## src/rtl/rtc_entry_pkg.sv

```systemverilog
package rtc_entry_pkg;
  localparam int WORD_W  = 32;
  localparam int N_TGT   = 4;
  localparam int TGT_W   = $clog2(N_TGT);

  // Field positions in the host word
  localparam int SEC_LSB  = 0;
  localparam int MIN_LSB  = 8;
  localparam int HR_LSB   = 16;
  localparam int PM_BIT   = 22;
  localparam int CEN_LSB  = 0;
  localparam int YR_LSB   = 8;
  localparam int MON_LSB  = 16;
  localparam int WDAY_LSB = 21;
  localparam int DATE_LSB = 24;

  typedef enum logic [TGT_W-1:0] {
    TGT_TIME = 2'd0,
    TGT_CAL  = 2'd1,
    TGT_TALM = 2'd2,
    TGT_CALM = 2'd3
  } tgt_e;

  function automatic logic digit_ok(input logic [3:0] d);
    return d <= 4'd9;
  endfunction

  function automatic logic [7:0] bcd_to_bin(input logic [3:0] t, input logic [3:0] u);
    return ({4'b0, t} << 3) + ({4'b0, t} << 1) + {4'b0, u};
  endfunction

  function automatic logic [7:0] month_len(input logic [7:0] mon, input logic leap);
    logic [7:0] r;
    case (mon)
      8'd2:                       r = leap ? 8'd29 : 8'd28;
      8'd4, 8'd6, 8'd9, 8'd11:    r = 8'd30;
      default:                    r = 8'd31;
    endcase
    return r;
  endfunction

  function automatic logic [WORD_W-1:0] reset_word(input int idx);
    logic [WORD_W-1:0] r;
    case (idx)
      1:       r = 32'h0121_0020;
      3:       r = 32'h0101_0000;
      default: r = '0;
    endcase
    return r;
  endfunction
endpackage

```

## src/rtl/rtc_time_chk.sv

```systemverilog
module rtc_time_chk
  import rtc_entry_pkg::*;
(
  input  logic [WORD_W-1:0] word_i,
  input  logic              mode_12h_i,
  output logic              ok_o,
  output logic [WORD_W-1:0] norm_o
);
  logic [6:0] sec, mins;
  logic [5:0] hr;
  logic       pm;
  logic [7:0] hr_bin, h24;
  logic [3:0] h_tens, h_units;
  logic       sec_ok, min_ok, h24_ok, h12_ok;
  logic       unused_bits;

  assign sec  = word_i[SEC_LSB +: 7];
  assign mins = word_i[MIN_LSB +: 7];
  assign hr   = word_i[HR_LSB +: 6];
  assign pm   = word_i[PM_BIT];
  assign unused_bits = ^{word_i[WORD_W-1:PM_BIT+1], word_i[HR_LSB-1:MIN_LSB+7],
                         word_i[MIN_LSB-1:SEC_LSB+7]};

  assign sec_ok = (sec[6:4] <= 3'd5) && digit_ok(sec[3:0]);
  assign min_ok = (mins[6:4] <= 3'd5) && digit_ok(mins[3:0]);

  assign hr_bin = bcd_to_bin({2'b00, hr[5:4]}, hr[3:0]);
  assign h24_ok = !pm && digit_ok(hr[3:0]) && (hr_bin <= 8'd23);
  assign h12_ok = digit_ok(hr[3:0]) && (hr_bin >= 8'd1) && (hr_bin <= 8'd12);

  assign ok_o = sec_ok && min_ok && (mode_12h_i ? h12_ok : h24_ok);

  always_comb begin
    if (!mode_12h_i)      h24 = hr_bin;
    else if (pm)          h24 = (hr_bin == 8'd12) ? 8'd12 : hr_bin + 8'd12;
    else                  h24 = (hr_bin == 8'd12) ? 8'd0  : hr_bin;
  end

  always_comb begin
    if (h24 >= 8'd20)      h_tens = 4'd2;
    else if (h24 >= 8'd10) h_tens = 4'd1;
    else                   h_tens = 4'd0;
    h_units = 4'(h24 - bcd_to_bin(h_tens, 4'd0));
  end

  always_comb begin
    norm_o = '0;
    norm_o[SEC_LSB +: 7] = sec;
    norm_o[MIN_LSB +: 7] = mins;
    norm_o[HR_LSB +: 6]  = {h_tens[1:0], h_units};
  end
endmodule

```

## src/rtl/rtc_date_chk.sv

```systemverilog
module rtc_date_chk
  import rtc_entry_pkg::*;
#(
  parameter bit FULL = 1'b1
) (
  input  logic [WORD_W-1:0] word_i,
  input  logic              alt_cal_i,
  output logic              ok_o,
  output logic [WORD_W-1:0] norm_o
);
  logic [4:0] mon;
  logic [5:0] dt;
  logic [7:0] mon_bin, dt_bin;
  logic       mon_ok, dt_ok, rest_ok, leap;

  assign mon = word_i[MON_LSB +: 5];
  assign dt  = word_i[DATE_LSB +: 6];

  assign mon_bin = bcd_to_bin({3'b000, mon[4]}, mon[3:0]);
  assign dt_bin  = bcd_to_bin({2'b00, dt[5:4]}, dt[3:0]);
  assign mon_ok  = digit_ok(mon[3:0]) && (mon_bin >= 8'd1) && (mon_bin <= 8'd12);
  assign dt_ok   = digit_ok(dt[3:0]) && (dt_bin >= 8'd1) &&
                   (dt_bin <= month_len(mon_bin, leap));

  generate
    if (FULL) begin : g_full
      logic [6:0] cen;
      logic [7:0] yr, yr_bin, cen_bin;
      logic [2:0] wday;
      logic       cen_ok, unused_bits;
      assign cen  = word_i[CEN_LSB +: 7];
      assign yr   = word_i[YR_LSB +: 8];
      assign wday = word_i[WDAY_LSB +: 3];
      assign unused_bits = ^{word_i[WORD_W-1:DATE_LSB+6], word_i[CEN_LSB+7]};
      assign yr_bin  = bcd_to_bin(yr[7:4], yr[3:0]);
      assign cen_bin = bcd_to_bin({1'b0, cen[6:4]}, cen[3:0]);
      assign cen_ok  = alt_cal_i ? (cen == 7'h13 || cen == 7'h14)
                                 : (cen == 7'h19 || cen == 7'h20);
      assign rest_ok = cen_ok && digit_ok(yr[7:4]) && digit_ok(yr[3:0]) && (wday != 3'd0);
      assign leap    = (yr_bin[1:0] == 2'b00) &&
                       ((yr_bin != 8'd0) || (cen_bin[1:0] == 2'b00));
      always_comb begin
        norm_o = '0;
        norm_o[CEN_LSB +: 7]  = cen;
        norm_o[YR_LSB +: 8]   = yr;
        norm_o[MON_LSB +: 5]  = mon;
        norm_o[WDAY_LSB +: 3] = wday;
        norm_o[DATE_LSB +: 6] = dt;
      end
    end else begin : g_alarm
      logic unused_bits;
      assign unused_bits = ^{word_i[WORD_W-1:DATE_LSB+6], word_i[DATE_LSB-1:MON_LSB+5],
                             word_i[MON_LSB-1:0], alt_cal_i};
      assign rest_ok = 1'b1;
      assign leap    = 1'b1;
      always_comb begin
        norm_o = '0;
        norm_o[MON_LSB +: 5]  = mon;
        norm_o[DATE_LSB +: 6] = dt;
      end
    end
  endgenerate

  assign ok_o = mon_ok && dt_ok && rest_ok;
endmodule

```

## src/rtl/rtc_hold_reg.sv

```systemverilog
module rtc_hold_reg
  import rtc_entry_pkg::*;
#(
  parameter logic [WORD_W-1:0] RESET_VAL = '0
) (
  input  logic              clk,
  input  logic              rst_n,
  input  logic              we_i,
  input  logic              ok_i,
  input  logic [WORD_W-1:0] norm_i,
  output logic [WORD_W-1:0] q_o,
  output logic              bad_o
);
  always_ff @(posedge clk or negedge rst_n) begin
    if (!rst_n) begin
      q_o   <= RESET_VAL;
      bad_o <= 1'b0;
    end else if (we_i) begin
      if (ok_i) begin
        q_o   <= norm_i;
        bad_o <= 1'b0;
      end else begin
        bad_o <= 1'b1;
      end
    end
  end
endmodule

```

## src/rtl/rtc_entry_check.sv

```systemverilog
module rtc_entry_check
  import rtc_entry_pkg::*;
(
  input  logic              clk,
  input  logic              rst_n,
  input  logic              mode_12h,
  input  logic              alt_cal,
  input  logic              wr_valid,
  output logic              wr_ready,
  input  logic [TGT_W-1:0]  wr_target,
  input  logic [WORD_W-1:0] wr_data,
  output logic [WORD_W-1:0] time_q,
  output logic [WORD_W-1:0] cal_q,
  output logic [WORD_W-1:0] talm_q,
  output logic [WORD_W-1:0] calm_q,
  output logic              bad_time,
  output logic              bad_cal,
  output logic              bad_talm,
  output logic              bad_calm
);
  logic [N_TGT-1:0]  ok_vec, bad_vec, we_vec;
  logic [WORD_W-1:0] norm_arr [N_TGT];
  logic [WORD_W-1:0] q_arr    [N_TGT];

  assign wr_ready = 1'b1;

  generate
    for (genvar g = 0; g < N_TGT; g++) begin : g_tgt
      assign we_vec[g] = wr_valid && wr_ready && (wr_target == TGT_W'(g));
      if ((g % 2) == 0) begin : g_time
        rtc_time_chk u_chk (
          .word_i     (wr_data),
          .mode_12h_i (mode_12h),
          .ok_o       (ok_vec[g]),
          .norm_o     (norm_arr[g])
        );
      end else begin : g_date
        rtc_date_chk #(.FULL(g < 2)) u_chk (
          .word_i    (wr_data),
          .alt_cal_i (alt_cal),
          .ok_o      (ok_vec[g]),
          .norm_o    (norm_arr[g])
        );
      end
      rtc_hold_reg #(.RESET_VAL(reset_word(g))) u_reg (
        .clk    (clk),
        .rst_n  (rst_n),
        .we_i   (we_vec[g]),
        .ok_i   (ok_vec[g]),
        .norm_i (norm_arr[g]),
        .q_o    (q_arr[g]),
        .bad_o  (bad_vec[g])
      );
    end
  endgenerate

  assign time_q   = q_arr[TGT_TIME];
  assign cal_q    = q_arr[TGT_CAL];
  assign talm_q   = q_arr[TGT_TALM];
  assign calm_q   = q_arr[TGT_CALM];
  assign bad_time = bad_vec[TGT_TIME];
  assign bad_cal  = bad_vec[TGT_CAL];
  assign bad_talm = bad_vec[TGT_TALM];
  assign bad_calm = bad_vec[TGT_CALM];
endmodule

```

## config.mk

```make
export PLATFORM = sky130hd
export DESIGN_NAME = rtc_entry_check
export DESIGN_NICKNAME = d
export VERILOG_FILES = /design/src/rtl/rtc_entry_pkg.sv /design/src/rtl/rtc_time_chk.sv /design/src/rtl/rtc_date_chk.sv /design/src/rtl/rtc_hold_reg.sv /design/src/rtl/rtc_entry_check.sv
export SDC_FILE = /design/constraint.sdc
export NUM_CORES = 1
export LEC_CHECK = 0
export ABC_AREA = 1
export BUFFER_PORTS_ARGS = -buffer_cell sky130_fd_sc_hd__buf_4
export CAP_MARGIN = 20
export CORE_MARGIN = 1
export CORE_UTILIZATION = 46
export CTS_CLUSTER_DIAMETER = 100
export DETAILED_ROUTE_END_ITERATION = 7
export GPL_ROUTABILITY_DRIVEN = 0
export HOLD_SLACK_MARGIN = 0.03
export PLACE_DENSITY = 0.74
export SLEW_MARGIN = 10
export SYNTH_ARGS = -nofsm -noshare
export SYNTH_HDL_FRONTEND = slang
export SYNTH_SLANG_ARGS = --single-unit
```

## constraint.sdc

```tcl
create_clock -name clk -period 0.85 [get_ports clk]
set_input_delay 0.1275 -clock clk [delete_from_list [all_inputs] [get_ports clk]]
set_output_delay 0.1275 -clock clk [all_outputs]
set_load 0.02 [all_outputs]
```

Yosys cells after proc, flatten, opt, wreduce, memory -nomap -nowiden
Index checks and enable logic that the tools add are counted.
{"block": "totals", "inputBits": 39, "word_cells": 103, "romBits": 0, "output_inout_bits": 133, "memories": 0, "latchBits": 0, "ram_bits": 0, "reg_bits": 84}
{"block": "classes", "shift": 0, "n_div": 0, "n_mul": 0, "n_lt_le_gt_ge": 17, "n_mux": 14, "n_reduce_logical": 38, "n_eq_ne": 13, "add_sub_neg": 13, "bitwise": 0}
{"op": "$add A8 B4 Y8", "count": 4}
{"op": "$mux W8", "count": 4}
{"op": "$eq A8 B4 Y1 const B", "count": 3}
{"op": "$ge A8 B1 Y1 const B", "count": 3}
{"op": "$logic_and A1 B1 Y1", "count": 24}
{"op": "$eq A7 B5 Y1 const B", "count": 3}
{"op": "$le A4 B4 Y1 const B", "count": 5}
{"op": "$eq A8 B3 Y1 const B", "count": 2}
{"op": "$le A8 B4 Y1 const B", "count": 2}
{"op": "$le A8 B8 Y1", "count": 2}
{"op": "$add A5 B3 Y6", "count": 2}
{"op": "$add A7 B5 Y8", "count": 1}
{"op": "$add A8 B4 Y8 const B", "count": 1}
{"op": "$eq A8 B2 Y1 const B", "count": 1}
{"op": "$ge A8 B4 Y1 const B", "count": 1}
{"op": "$ge A8 B5 Y1 const B", "count": 1}
{"op": "$le A8 B5 Y1 const B", "count": 1}
{"op": "$pmux W2 S2", "count": 2}
{"op": "$reduce_and A2 Y1", "count": 4}
{"op": "$reduce_bool A8 Y1", "count": 1}
{"op": "$eq A7 B6 Y1 const B", "count": 1}
{"op": "$mux W1", "count": 7}
{"op": "$le A3 B3 Y1 const B", "count": 2}
{"op": "$logic_not A2 Y1", "count": 3}
{"op": "12 further kinds", "count": 15}

Depth between registers and ports, before layout
Gate-level depths: netlist (run 1).
{"block": "depth", "word_depth": 12, "depth_mapped": 23, "ltp_nobuf": 23}

Hierarchy
A second synthesis (run 1) with hierarchy kept.
{"block": "unflattened", "hier_cells": 1062, "hier_area_um2": 8662.1}
{"mod": "rtc_hold_reg (g_tgt[0].u_reg ...)", "area_per_inst_um2": 1411.4, "instances": 2, "seq_area_each_um2": 825.8, "cells_per_inst": 144}
{"mod": "rtc_hold_reg (g_tgt[1].u_reg)", "area_per_inst_um2": 1416.4, "instances": 1, "seq_area_each_um2": 830.8, "cells_per_inst": 144}
{"mod": "rtc_hold_reg (g_tgt[3].u_reg)", "area_per_inst_um2": 1413.9, "instances": 1, "seq_area_each_um2": 828.3, "cells_per_inst": 144}
{"mod": "rtc_time_chk", "area_per_inst_um2": 698.2, "instances": 2, "seq_area_each_um2": 0.0, "cells_per_inst": 110}
{"mod": "rtc_date_chk (g_tgt[1].g_date.u_chk)", "area_per_inst_um2": 942.2, "instances": 1, "seq_area_each_um2": 0.0, "cells_per_inst": 155}
{"mod": "rtc_date_chk (g_tgt[3].g_date.u_chk)", "area_per_inst_um2": 629.4, "instances": 1, "seq_area_each_um2": 0.0, "cells_per_inst": 101}
{"mod": "rtc_entry_check", "area_per_inst_um2": 41.3, "instances": 1, "seq_area_each_um2": 0.0, "cells_per_inst": 10}

Least setup slack after synthesis (run 1)
OpenSTA, ideal clock, no wires.
{"block": "synth_path", "kind": "in2reg", "startpoint": "input port wr_data[11]", "endpoint": "register g_tgt[1].u_reg.q_o[12]", "cell_stages": 15, "slack_ns": -2.107, "required_ns": 0.733, "path_buffers": 2, "arrival_ns": 2.840, "setup_ns": 0.117, "cell_sequence": "fa_1 -> fa_1 -> a211o_1 -> o41ai_1 -> a21boi_0 -> ha_1 -> nand2_1 -> o21ai_0 -> nor2_1 -> nor4_1 -> nand2_1 -> buf_6 -> buf_6 -> o21ai_1 -> inv_1"}
{"block": "synth_via", "elab_chain_len": 11, "word_cells_on_any_way": 14, "cone_classes": "add/sub (1); order compare (2); mux (2); reduce/logical (9)"}
{"item": "start, declared", "line_no": "rtc_entry_check.sv:11", "source": "input logic [WORD_W-1:0] wr_data,"}
{"item": "$add A8 B4 Y8", "line_no": "rtc_entry_pkg.sv:29", "source": "return ({4'b0, t} << 3) + ({4'b0, t} << 1) + {4'b0, u};"}
{"item": "$reduce_bool A8 Y1", "line_no": "rtc_date_chk.sv:41", "source": "((yr_bin != 8'd0) || (cen_bin[1:0] == 2'b00));"}
{"item": "$logic_or A1 B1 Y1", "line_no": "rtc_date_chk.sv:41"}
{"item": "$logic_and A1 B1 Y1", "line_no": "rtc_date_chk.sv:40", "source": "assign leap = (yr_bin[1:0] == 2'b00) &&"}
{"item": "$mux W1", "line_no": "rtc_entry_pkg.sv:35", "source": "8'd2: r = leap ? 8'd29 : 8'd28;"}
{"item": "$pmux W2 S2", "line_no": "rtc_entry_pkg.sv:34", "source": "case (mon)"}
{"item": "$le A8 B8 Y1", "line_no": "rtc_date_chk.sv:23", "source": "(dt_bin <= month_len(mon_bin, leap));"}
{"item": "$logic_and A1 B1 Y1", "line_no": "rtc_date_chk.sv:22", "source": "assign dt_ok = digit_ok(dt[3:0]) && (dt_bin >= 8'd1) &&"}
{"item": "$logic_and A1 B1 Y1", "line_no": "rtc_date_chk.sv:64", "source": "assign ok_o = mon_ok && dt_ok && rest_ok;"}
{"item": "$logic_and A1 B1 Y1 *", "line_no": "rtc_date_chk.sv:64"}
{"item": "$reduce_and A2 Y1 (no source line) *"}
{"item": "end signal, assigned", "line_no": "rtc_hold_reg.sv:20", "source": "q_o <= norm_i;"}
{"item": "end, declared", "line_no": "rtc_hold_reg.sv:11", "source": "output logic [WORD_W-1:0] q_o,"}
Every way passes the cells marked *; elsewhere a longest branch is shown, timed or not.
A chain may end at the register's enable or synchronous reset.

Worst setup path in the final report (run 1)
{"block": "layout_path", "startpoint": "input port wr_data[14]", "endpoint": "register g_tgt[1].u_reg.q_o[12]"}
{"block": "layout_via", "elab_chain_len": 12, "word_cells_on_any_way": 16, "cone_classes": "add/sub (2); order compare (2); mux (2); reduce/logical (10)"}
{"item": "$add A7 B5 Y8", "line_no": "rtc_entry_pkg.sv:29"}
{"item": "$add A8 B4 Y8", "line_no": "rtc_entry_pkg.sv:29"}
{"item": "$reduce_bool A8 Y1", "line_no": "rtc_date_chk.sv:41"}
{"item": "$logic_or A1 B1 Y1", "line_no": "rtc_date_chk.sv:41"}
{"item": "$logic_and A1 B1 Y1", "line_no": "rtc_date_chk.sv:40"}
{"item": "$mux W1", "line_no": "rtc_entry_pkg.sv:35"}
{"item": "$pmux W2 S2", "line_no": "rtc_entry_pkg.sv:34"}
{"item": "$le A8 B8 Y1", "line_no": "rtc_date_chk.sv:23"}
{"item": "$logic_and A1 B1 Y1", "line_no": "rtc_date_chk.sv:22"}
{"item": "$logic_and A1 B1 Y1", "line_no": "rtc_date_chk.sv:64"}
{"item": "$logic_and A1 B1 Y1 *", "line_no": "rtc_date_chk.sv:64"}
{"item": "$reduce_and A2 Y1 (no source line) *"}
Marked as above.

==> flow_summary_export.csv, run 1 <==
group,metric,value,unit
routing,routed_wirelength,25400,µm
global_routing,grt_pass1_vias,5569,
yosys,synth.most_common_cell,"nand2_1",
power_and_ir_drop,p_clk_frac,0.172,
floorplan,fp-row-count,37,
floorplan,coreArea,10500,µm²
worst_setup_path,start_kind,"input port",
timing,final.setup.worst_slack,-2.96,ns
clocking,clk_pin_slew_worst_paths,0.10,ns
clocking,cts-root-buf,"clkbuf_8",
yosys,synth_edf_count,0,
clocking,clock-sinks,84,
worst_setup_path,critPathRequiredTime,1.09,ns
yosys,ys_async_sr_fraction,1.00,
placed_design,dp.cells,935,
global_routing,grt_max_degree,32,
yosys,ys.flop_type,"dfrtp_1",
floorplan,die_x,107,µm
power_and_ir_drop,share_comb_of_total_power,0.496,
power_and_ir_drop,worst_ir_drop_vdd,1.08,mV
min_path,hold_class,"input port to register",
yosys,synth_top_area_frac,0.388,
yosys,ys_types,44,
global_routing,antenna_found_initial,0,
worst_setup_path,cp-end-kind,"register",
global_routing,gr-usage-all-layers,0.345,
routing,first_pass_iters,5,
floorplan,fp.dieArea,11300,µm²
yosys,postSynthCellCount,603,
routing,ant_nets,0,
clocking,cts_tree,"done",
timing,setup_viol,168,
floorplan,die_h,107,µm
timing,slew-limit-headroom,0.633,
timing,period_minus_slack,3.81,ns
finish,drive_above_1_share,0.570,
yosys,synthTopCellsByCount,"nand2_1, inv_1, dfrtp_1, buf_4, o21ai_0",
floorplan,start_util,0.480,
placed_design,io_buffers,119,
timing,tightest_slew,0.551,ns
power_and_ir_drop,switching_share,0.402,
timing,hold_violations,0,
finish,multi_input_area,2910,µm²
power_and_ir_drop,p_int,9.52,mW
yosys,yosysSeqAreaShare,0.420,
status,violations,"setup timing",
finish,regArea,2110,µm²
power_and_ir_drop,switching_power,6.39,mW
power_and_ir_drop,leakagePower,4.58,nW
clocking,numCtsBuffers,9,
floorplan,io_pins,172,
worst_setup_path,worstPathArrival,4.05,ns
finish,fillers,425,
yosys,synthesis.area,5020,µm²
routing,wire_per_inst,23.9,µm
worst_setup_path,critical_path_class,"input port to register",
finish,final_util,0.856,
yosys,syn_avg_cell_area,8.33,µm²
finish,num_antenna_cells,0,
yosys,ys_top_cells_by_area,"dfrtp_1, nand2_1, inv_1",
placed_design,dp_hpwl,9970,µm
global_routing,gr-total-overflow,0,
clocking,clock_latency,0.37,ns
worst_setup_path,critPathMaxFanout,30,
routing,via_per_inst,5.77,
clocking,cts-htree-levels,3,
run,cap_violations,0,
yosys,yosys_register_bits,84,
routing,drt_iter0_markers,656,
yosys,synth_top_cell_by_area,"dfrtp_1",
finish,fin_nets,988,
yosys,yosys_warnings,0,
routing,vias,6133,
status,status,"finished, violations left",
power_and_ir_drop,power.density,1780,nW/µm²
timing,fin_crit_sh,4.48,
power_and_ir_drop,p_seq_frac,0.331,
timing,rsz0062_at_grt,"yes",
power_and_ir_drop,finalPower,15.9,mW
timing,fin_worst_skew,0,ns
finish,syn2layout_area_growth,78.2,%
finish,final_cells,1063,
clocking,cts_buffer_depth,2,
global_routing,grt_pass1_wl,28900,µm
routing,drc,0,
timing,max_freq,0.262,GHz
timing,slew_violations,0,
-- layout make-up --
class	instances	area share
Sequential cell	84	0.236
Multi-Input combinational cell	388	0.325
Clock buffer	10	0.0143
Tap cell	136	0.0190
Clock inverter	6	0.00433
Timing Repair inverter	6	0.0103
Timing Repair Buffer	321	0.341
Inverter	112	0.0503
-- sequential cells by signal (all words and copies together) (netlist names) --
signal / cells
g_tgt.u_reg.q_o: 80
g_tgt.u_reg.bad_o: 4
-- what timing repair did --
action,CTS,global route
gates cloned,15,1
setup buffers,55,51
pin swaps,43,38
hold endpoints to repair,83,0
setup endpoints to repair,168,168
gates resized for setup,217,114
hold buffers,4,0
-- power by group through the flow --
stage                     clock [mW]  sequential, mW  combinational (mW)
after floorplan                    0            5.85                1.99
after detailed placement           0            5.11                4.80
after global routing            2.83            5.31                8.18
after global placement             0            5.10                4.66
final                           2.74            5.28                7.90
after CTS                       2.58            5.14                6.18
-- through the flow --
step                      setup TNS, ns  instance area [µm²]  setup WS [ns]  hold WS (ns)
after floorplan                 -126.74                 5350          -2.08        -0.168
final                           -175.27                 8950          -2.96        0.0448
after global routing            -180.68                 8950          -3.30        0.0594
after detailed placement        -164.50                 6650          -2.66        0.0327
after CTS                       -142.26                 8330          -2.04        0.0424
after global placement          -156.37                 6650          -2.49        0.0313
-- critical path: stages --
cell and delay [ns]:
buf_6 0.10, fa_2 0.75, ha_1 0.40, nand2_1 0.31
a31oi_1 0.17, o41ai_2 0.33, buf_4 0.16, a21boi_2 0.05
ha_1 0.29, nand2_1 0.06, o21ai_1 0.08, nor2_1 0.09
nor4_2 0.20, nand2_2 0.17, buf_12 0.20, o21ai_1 0.37
inv_1 0.18
-- per-layer routing --
| metal | GRT usage | share of wire | vias up | routed length, µm |
|---|---|---|---|---|
| met5 | 0 | 0 | - | 0 |
| met1 | 0.374 | 0.33 | 2914 | 8430 |
| met2 | 0.612 | 0.46 | 546 | 11700 |
| met4 | 0.226 | 0.099 | 0 | 2520 |
| li1 | - | - | 2431 | - |
| met3 | 0.0650 | 0.11 | 242 | 2760 |
-- kinds of logic (layout without fill, tap and decap cells) --
group	Yosys count	after routing	share of synthesized area
simple gates	203	203	0.179
flops	84	84	0.420
other cells	2	49	0.00149
xor+xnor	5	5	0.00872
compound gates	104	104	0.133
buf+inv	178	455	0.184
fa+ha+maj	27	27	0.0732
-- layout by cell type, fill, tap and decap left out, drive strengths merged, types with 2 or more instances in the layout --
| cell type | Yosys | final |
|---|---|---|
| buf | 61 | 317 |
| nand2 | 137 | 137 |
| inv | 112 | 118 |
| o21ai | 82 | 82 |
| dfrtp | 78 | 78 |
| conb | 2 | 49 |
| nand3 | 25 | 25 |
| nor2 | 23 | 23 |
| ha | 23 | 23 |
| clkbuf | 5 | 10 |
| a21oi | 10 | 10 |
| dfstp | 6 | 6 |
| nand4 | 5 | 5 |
| nor3 | 5 | 5 |
| dlygate4sd3 | 0 | 4 |
| fa | 4 | 4 |
| clkinv | 0 | 4 |
| nor4 | 4 | 4 |
| xnor2 | 3 | 3 |
| xor2 | 2 | 2 |
| a31oi | 2 | 2 |
| clkinvlp | 0 | 2 |
| a21boi | 2 | 2 |
-- final timing paths --
check / startpoint / endpoint / slack (ns) / cells past startpoint
hold reg to reg: g_tgt[3].u_reg.q_o[24] / g_tgt[3].u_reg.q_o[24] / 0.51 / 2
setup reg to reg: g_tgt[1].u_reg.q_o[12] / g_tgt[1].u_reg.q_o[12] / -0.31 / 4
min in group asynchronous: rst_n / g_tgt[3].u_reg.q_o[27] / 0.18 / 2
max in group asynchronous: rst_n / g_tgt[3].u_reg.q_o[16] / 0.16 / 3
hold / removal: wr_data[16] / g_tgt[1].u_reg.q_o[16] / 0.04 / 3
setup / recovery: wr_data[14] / g_tgt[1].u_reg.q_o[12] / -2.96 / 17
Power figures use the tool's default switching activity.
==> run 2: changes to the inputs <==
--- a/config.mk
+++ b/config.mk
@@ -9,12 +9,11 @@
 export BUFFER_PORTS_ARGS = -buffer_cell sky130_fd_sc_hd__buf_4
 export CAP_MARGIN = 20
 export CORE_MARGIN = 1
-export CORE_UTILIZATION = 46
+export CORE_UTILIZATION = 30
 export CTS_CLUSTER_DIAMETER = 100
 export DETAILED_ROUTE_END_ITERATION = 7
 export GPL_ROUTABILITY_DRIVEN = 0
 export HOLD_SLACK_MARGIN = 0.03
-export PLACE_DENSITY = 0.74
 export SLEW_MARGIN = 10
 export SYNTH_ARGS = -nofsm -noshare
 export SYNTH_HDL_FRONTEND = slang
==> constraint.sdc (replaced) <==
create_clock -name clk -period 0.85 [get_ports clk]
set_input_delay 0.2125 -clock clk [delete_from_list [all_inputs] [get_ports clk]]
set_output_delay 0.2125 -clock clk [all_outputs]
set_load 0.02 [all_outputs]
==> flow_summary_export.csv, run 2 (synthesis gave the netlist of run 1 again) <==
group,metric,value,unit
power_and_ir_drop,leakagePower,4.50,nW
timing,rsz0062_at_grt,"yes",
finish,largest_reg_flops,80,
global_routing,gr-usage-all-layers,0.170,
routing,routed_wirelength,15800,µm
min_path,hold_class,"input port to register",
routing,ant_nets,0,
finish,largest_registers,"g_tgt.u_reg.q_o: 80 flops, g_tgt.u_reg.bad_o: 4 flops",
floorplan,coreArea,16100,µm²
timing,max_freq,0.347,GHz
worst_setup_path,critPathRequiredTime,1.10,ns
floorplan,start_util,0.312,
timing,setup_viol,168,
floorplan,die_h,131,µm
finish,drive_above_1_share,0.523,
status,status,"finished, violations left",
clocking,cts_tree,"done",
floorplan,fp-row-count,46,
global_routing,grt_max_degree,48,
timing,hold_violations,0,
clocking,clock-sinks,84,
clocking,numCtsBuffers,9,
routing,via_per_inst,4.31,
status,violations,"setup timing",
finish,fin_area,8830,µm²
global_routing,grt_util_met2,0.287,
routing,wire_per_inst,14.1,µm
power_and_ir_drop,worst_ir_drop_vdd,1.01,mV
worst_setup_path,cp-end-kind,"register",
timing,fin_crit_sh,3.39,
worst_setup_path,worstPathArrival,3.13,ns
finish,layout_common_cells,"buf_4, inv_1, buf_6",
floorplan,die_x,131,µm
worst_setup_path,critical_path_class,"input port to register",
clocking,cts-root-buf,"clkbuf_16",
clocking,clk_pin_slew_worst_paths,0.08,ns
global_routing,grt_pass1_vias,4509,
placed_design,dpl_cell_area,6730,µm²
power_and_ir_drop,power.density,1830,nW/µm²
finish,syn2layout_area_growth,75.6,%
worst_setup_path,critPathMaxFanout,16,
finish,top_register,"g_tgt.u_reg.q_o",
clocking,cts_buffer_depth,2,
timing,fin_worst_skew,0,ns
global_routing,busiest_layer,"met2",
timing,slew_violations,0,
global_routing,grt_pass1_wl,22900,µm
global_routing,antenna_found_initial,0,
global_routing,grtUsageMet1,0.211,
placed_design,dp_hpwl,9980,µm
placed_design,pre_cts_slack,-2.61,ns
global_routing,gr-total-overflow,0,
worst_setup_path,start_kind,"input port",
floorplan,io_pins,172,
finish,fin_nets,962,
timing,period_minus_slack,2.88,ns
routing,drt_iter0_markers,205,
timing,final.setup.worst_slack,-2.03,ns
finish,fillers,1401,
clocking,cts-htree-levels,3,
finish,layout_commonest_cell,"buf_4",
placed_design,io_buffers,119,
routing,first_pass_iters,4,
global_routing,use_met3,0.0224,
routing,vias,4809,
finish,num_antenna_cells,0,
floorplan,fp.dieArea,17300,µm²
run,cap_violations,0,
clocking,clock_latency,0.35,ns
routing,drc,0,
run 2: worst paths after layout:
| check | start | end | slack, ns | depth (start not counted) |
|---|---|---|---|---|
| hold reg to reg | g_tgt[2].u_reg.q_o[16] | g_tgt[2].u_reg.q_o[16] | 0.50 | 2 |
| setup / recovery | wr_data[14] | g_tgt[1].u_reg.q_o[12] | -2.03 | 15 |
| max in group asynchronous | rst_n | g_tgt[2].u_reg.q_o[13] | 0.16 | 3 |
| setup reg to reg | g_tgt[1].u_reg.q_o[10] | g_tgt[1].u_reg.q_o[10] | -0.11 | 6 |
| min in group asynchronous | rst_n | g_tgt[1].u_reg.q_o[2] | 0.22 | 2 |
| hold / removal | wr_data[23] | g_tgt[1].u_reg.q_o[23] | 0.12 | 3 |
run 2: area by class of cell:
type / instances / area [µm²] / area share
multi-input cells: 388 / 2720 / 0.308
repair inverters: 4 / 53.8 / 0.00610
inverters: 112 / 448 / 0.0508
clock buffers: 10 / 239 / 0.0271
repair buffers: 297 / 2910 / 0.329
clock inverters: 6 / 75.1 / 0.00851
flip-flops and latches: 84 / 2110 / 0.239
well taps: 216 / 270 / 0.0306
run 2: timing repair:
item | in CTS | in global routing
hold buffers | 1 | 0
buffers inserted | 25 | 57
hold endpoints to repair | 79 | 0
resized for setup | 163 | 96
gates cloned | 9 | 5
pin swaps | 25 | 20
setup endpoints to repair | 168 | 168
run 2: routing by layer:
metal	vias to the layer above	share of wire
met4	0	0.023
met2	124	0.51
met1	2268	0.43
li1	2396	-
met5	-	0
met3	21	0.032
run 2: where the power goes:
part / total [mW] / internal (mW) / switching, mW
Sequential: 5.19 / 4.66 / 0.524
Clock: 4.24 / 2.41 / 1.83
Combinational: 6.72 / 3.50 / 3.23
Total: 16.2 / 10.6 / 5.58
run 2: per-stage QoR:
stage | power, mW | TNS [ns] | utilization | hold WS (ns) | cells
after floorplan | 7.85 | -133.88 | - | -0.0831 | 650
after global placement | 9.81 | -163.76 | 0.417 | 0.0461 | 1012
after detailed placement | 9.87 | -166.35 | 0.417 | 0.0450 | 1012
after CTS | 15.2 | -154.97 | 0.501 | 0.108 | 1063
after global routing | 16.9 | -168.55 | 0.548 | 0.126 | 1117
final | 16.2 | -156.42 | 0.548 | 0.120 | 1117
run 2: worst max-delay path, stage by stage:
cell and delay [ns]:
buf_4 0.12, fa_2 0.61, fa_2 0.42, a211o_1 0.24
o41ai_2 0.22, a21boi_1 0.11, ha_1 0.28, nand2_1 0.05
o21ai_1 0.07, nor2_1 0.07, nor4_2 0.15, nand2_2 0.13
buf_6 0.18, o21ai_1 0.16, inv_1 0.06
==> run 3: changes to the inputs <==
--- a/config.mk
+++ b/config.mk
@@ -17,4 +17,5 @@
 export SLEW_MARGIN = 10
 export SYNTH_ARGS = -nofsm -noshare
 export SYNTH_HDL_FRONTEND = slang
+export SYNTH_HIERARCHICAL = 1
 export SYNTH_SLANG_ARGS = --single-unit
==> constraint.sdc (replaced) <==
create_clock -name clk -period 3.46 [get_ports clk]
set_input_delay 0.865 -clock clk [delete_from_list [all_inputs] [get_ports clk]]
set_output_delay 0.865 -clock clk [all_outputs]
set_load 0.02 [all_outputs]
==> flow_summary_export.csv, run 3 <==
group,metric,value,unit
status,status,"completed",
worst_setup_path,worstPathArrival,3.69,ns
routing,first_pass_iters,4,
timing,period_minus_slack,3.38,ns
global_routing,grt_pass1_vias,6341,
clocking,clock_latency,0.42,ns
routing,vias,6887,
finish,fin_area,10300,µm²
global_routing,grt_pass1_wl,34000,µm
placed_design,dp_hpwl,15400,µm
floorplan,fp-row-count,61,
yosys,ys_async_sr_fraction,1.00,
timing,fin_worst_skew,0,ns
yosys,ys_types,41,
timing,hold_violations,0,
finish,layout_commonest_cell,"nand2_1",
timing,tightest_slew,0.808,ns
clocking,numCtsBuffers,17,
timing,fin_crit_sh,0.976,
floorplan,fp.dieArea,29600,µm²
timing,slew_violations,0,
global_routing,grt_max_degree,70,
timing,rsz0062_at_grt,"yes",
yosys,yosys_register_bits,132,
yosys,synthTopCellsByCount,"nand2_1, nand3_1, buf_4, dfrtp_1, inv_1",
clocking,cts-htree-levels,4,
finish,largest_registers,"g_tgt.u_reg/q_o: 128 flops, g_tgt.u_reg/bad_o: 4 flops",
finish,top_register,"g_tgt.u_reg/q_o",
min_path,hold_class,"input port to async pin",
run,cap_violations,0,
clocking,clk_pin_slew_worst_paths,0.06,ns
routing,routed_wirelength,21800,µm
timing,hold-worst-slack,0.438,ns
routing,ant_nets,0,
yosys,ys.flop_type,"dfrtp_1",
worst_setup_path,cp-end-kind,"register",
routing,via_per_inst,4.39,
yosys,ys_top_cells_by_area,"dfrtp_1, nand2_1, buf_4",
yosys,synthesis.area,8660,µm²
timing,fin_setup_tns,0,ns
yosys,synth_top_area_frac,0.364,
yosys,yosysSeqAreaShare,0.382,
finish,largest_reg_flops,128,
finish,final_util,0.367,
yosys,postSynthCellCount,1062,
routing,drt_iter0_markers,418,
finish,drive_above_1_share,0.297,
floorplan,io_pins,172,
yosys,synth_top_cell_by_area,"dfrtp_1",
yosys,yosys_warnings,6,
worst_setup_path,critPathRequiredTime,3.78,ns
global_routing,antenna_found_initial,1,
yosys,syn_avg_cell_area,8.16,µm²
timing,setup_viol,0,
floorplan,die_h,172,µm
timing,slew-limit-headroom,0.460,
global_routing,gr-usage-all-layers,0.150,
worst_setup_path,critical_path_class,"input port to register",
power_and_ir_drop,power.density,527,nW/µm²
finish,layout_common_cells,"nand2_1, buf_4, nand3_1",
power_and_ir_drop,worst_ir_drop_vdd,0.328,mV
worst_setup_path,start_kind,"input port",
placed_design,dpl_cell_area,9560,µm²
floorplan,start_util,0.308,
yosys,synth.most_common_cell,"nand2_1",
clocking,clock-sinks,132,
finish,syn2layout_area_growth,19.1,%
clocking,holdBufCountCts,0,
finish,fin_nets,1254,
worst_setup_path,critPathMaxFanout,16,
placed_design,io_buffers,167,
timing,max_freq,0.296,GHz
power_and_ir_drop,leakagePower,5.66,nW
worst_setup_path,r2r_slack,2.76,ns
floorplan,coreArea,28100,µm²
clocking,cts_buffer_depth,2,
routing,wire_per_inst,13.9,µm
clocking,cts_tree,"done",
routing,drc,0,
clocking,cts-root-buf,"clkbuf_16",
floorplan,die_x,172,µm
global_routing,gr-total-overflow,0,
yosys,synth_edf_count,0,
-- run 3: worst max-delay path, cell delays in order --
cell	delay [ns]
buf_6	0.10
fa_1	0.51
fa_1	0.49
nor2_1	0.09
o21ai_1	0.07
nor2_1	0.10
nand3_1	0.08
nand2_2	0.10
a21oi_2	0.05
ha_1	0.27
a21boi_1	0.05
nand2_1	0.06
nor2_1	0.04
nand3_1	0.07
nand2_2	0.07
nor2_4	0.20
buf_12	0.17
nand2_8	0.12
nand2_1	0.11
nand2_1	0.05
-- run 3: worst paths after layout --
kind | startpoint | endpoint | cells past startpoint
max | wr_data[11] | g_tgt[1].u_reg/q_o[19] | 20
min | rst_n | g_tgt[3].u_reg/q_o[21] | 1
max reg2reg | g_tgt[1].u_reg/q_o[21] | g_tgt[1].u_reg/q_o[21] | 2
min reg2reg | g_tgt[3].u_reg/q_o[16] | g_tgt[3].u_reg/q_o[16] | 2
max in group asynchronous | rst_n | g_tgt[1].u_reg/q_o[16] | 2
min in group clk | g_tgt[3].u_reg/q_o[16] | g_tgt[3].u_reg/q_o[16] | 2
-- run 3: where the power goes --
| part | switching [mW] | internal, mW | total, mW |
|---|---|---|---|
| logic | 0.971 | 0.686 | 1.66 |
| clock network | 0.707 | 1.10 | 1.81 |
| registers | 0.161 | 1.81 | 1.97 |
| total | 1.84 | 3.60 | 5.43 |
-- run 3: kinds of logic (layout without fill, tap and decap cells) --
kind of cell / Yosys count / count (layout) / synth area share
other: 5 / 50 / 0.00217
XOR/XNOR: 4 / 4 / 0.00405
AND/OR/NAND/NOR: 606 / 608 / 0.326
adder cells (fa/ha/maj): 39 / 39 / 0.0615
AO/OA/AOI/OAI: 40 / 40 / 0.0308
buffers and inverters: 236 / 317 / 0.193
flip-flops: 132 / 132 / 0.382
-- run 3: layout make-up --
| class | count | area (µm²) |
|---|---|---|
| tap | 378 | 473 |
| clock buffer | 20 | 457 |
| inverter | 73 | 274 |
| antenna | 1 | 2.50 |
| fill | 2949 | 17800 |
| sequential | 132 | 3310 |
| clock inverter | 12 | 130 |
| timing repair buffer | 212 | 1700 |
| multi-input combinational | 740 | 3970 |
-- run 3: stage by stage --
step	std cells	power, mW	setup slack, ns
3_5_place_dp	1531	3.66	-0.497
4_1_cts	1563	5.51	0.0652
3_3_place_gp	1531	3.64	-0.440
6_report	1568	5.43	0.0844
5_1_grt	1568	5.74	-0.0550
2_1_floorplan	1106	3.01	0.0187
-- run 3: per-layer routing --
metal	share of wire	GRT usage	vias to the layer above
met5	0	0	-
met1	0.44	0.186	3263
met2	0.48	0.248	152
met3	0.056	0.0389	27
li1	-	-	3445
met4	0.023	0.0581	0
-- run 3: timing repair --
| item | in CTS | in global routing |
|---|---|---|
| endpoints found under the setup margin | 29 | 46 |
| gates resized for setup | 1 | 27 |
| setup buffers | 0 | 3 |
| cloned | 0 | 2 |
| pin swaps | 0 | 11 |
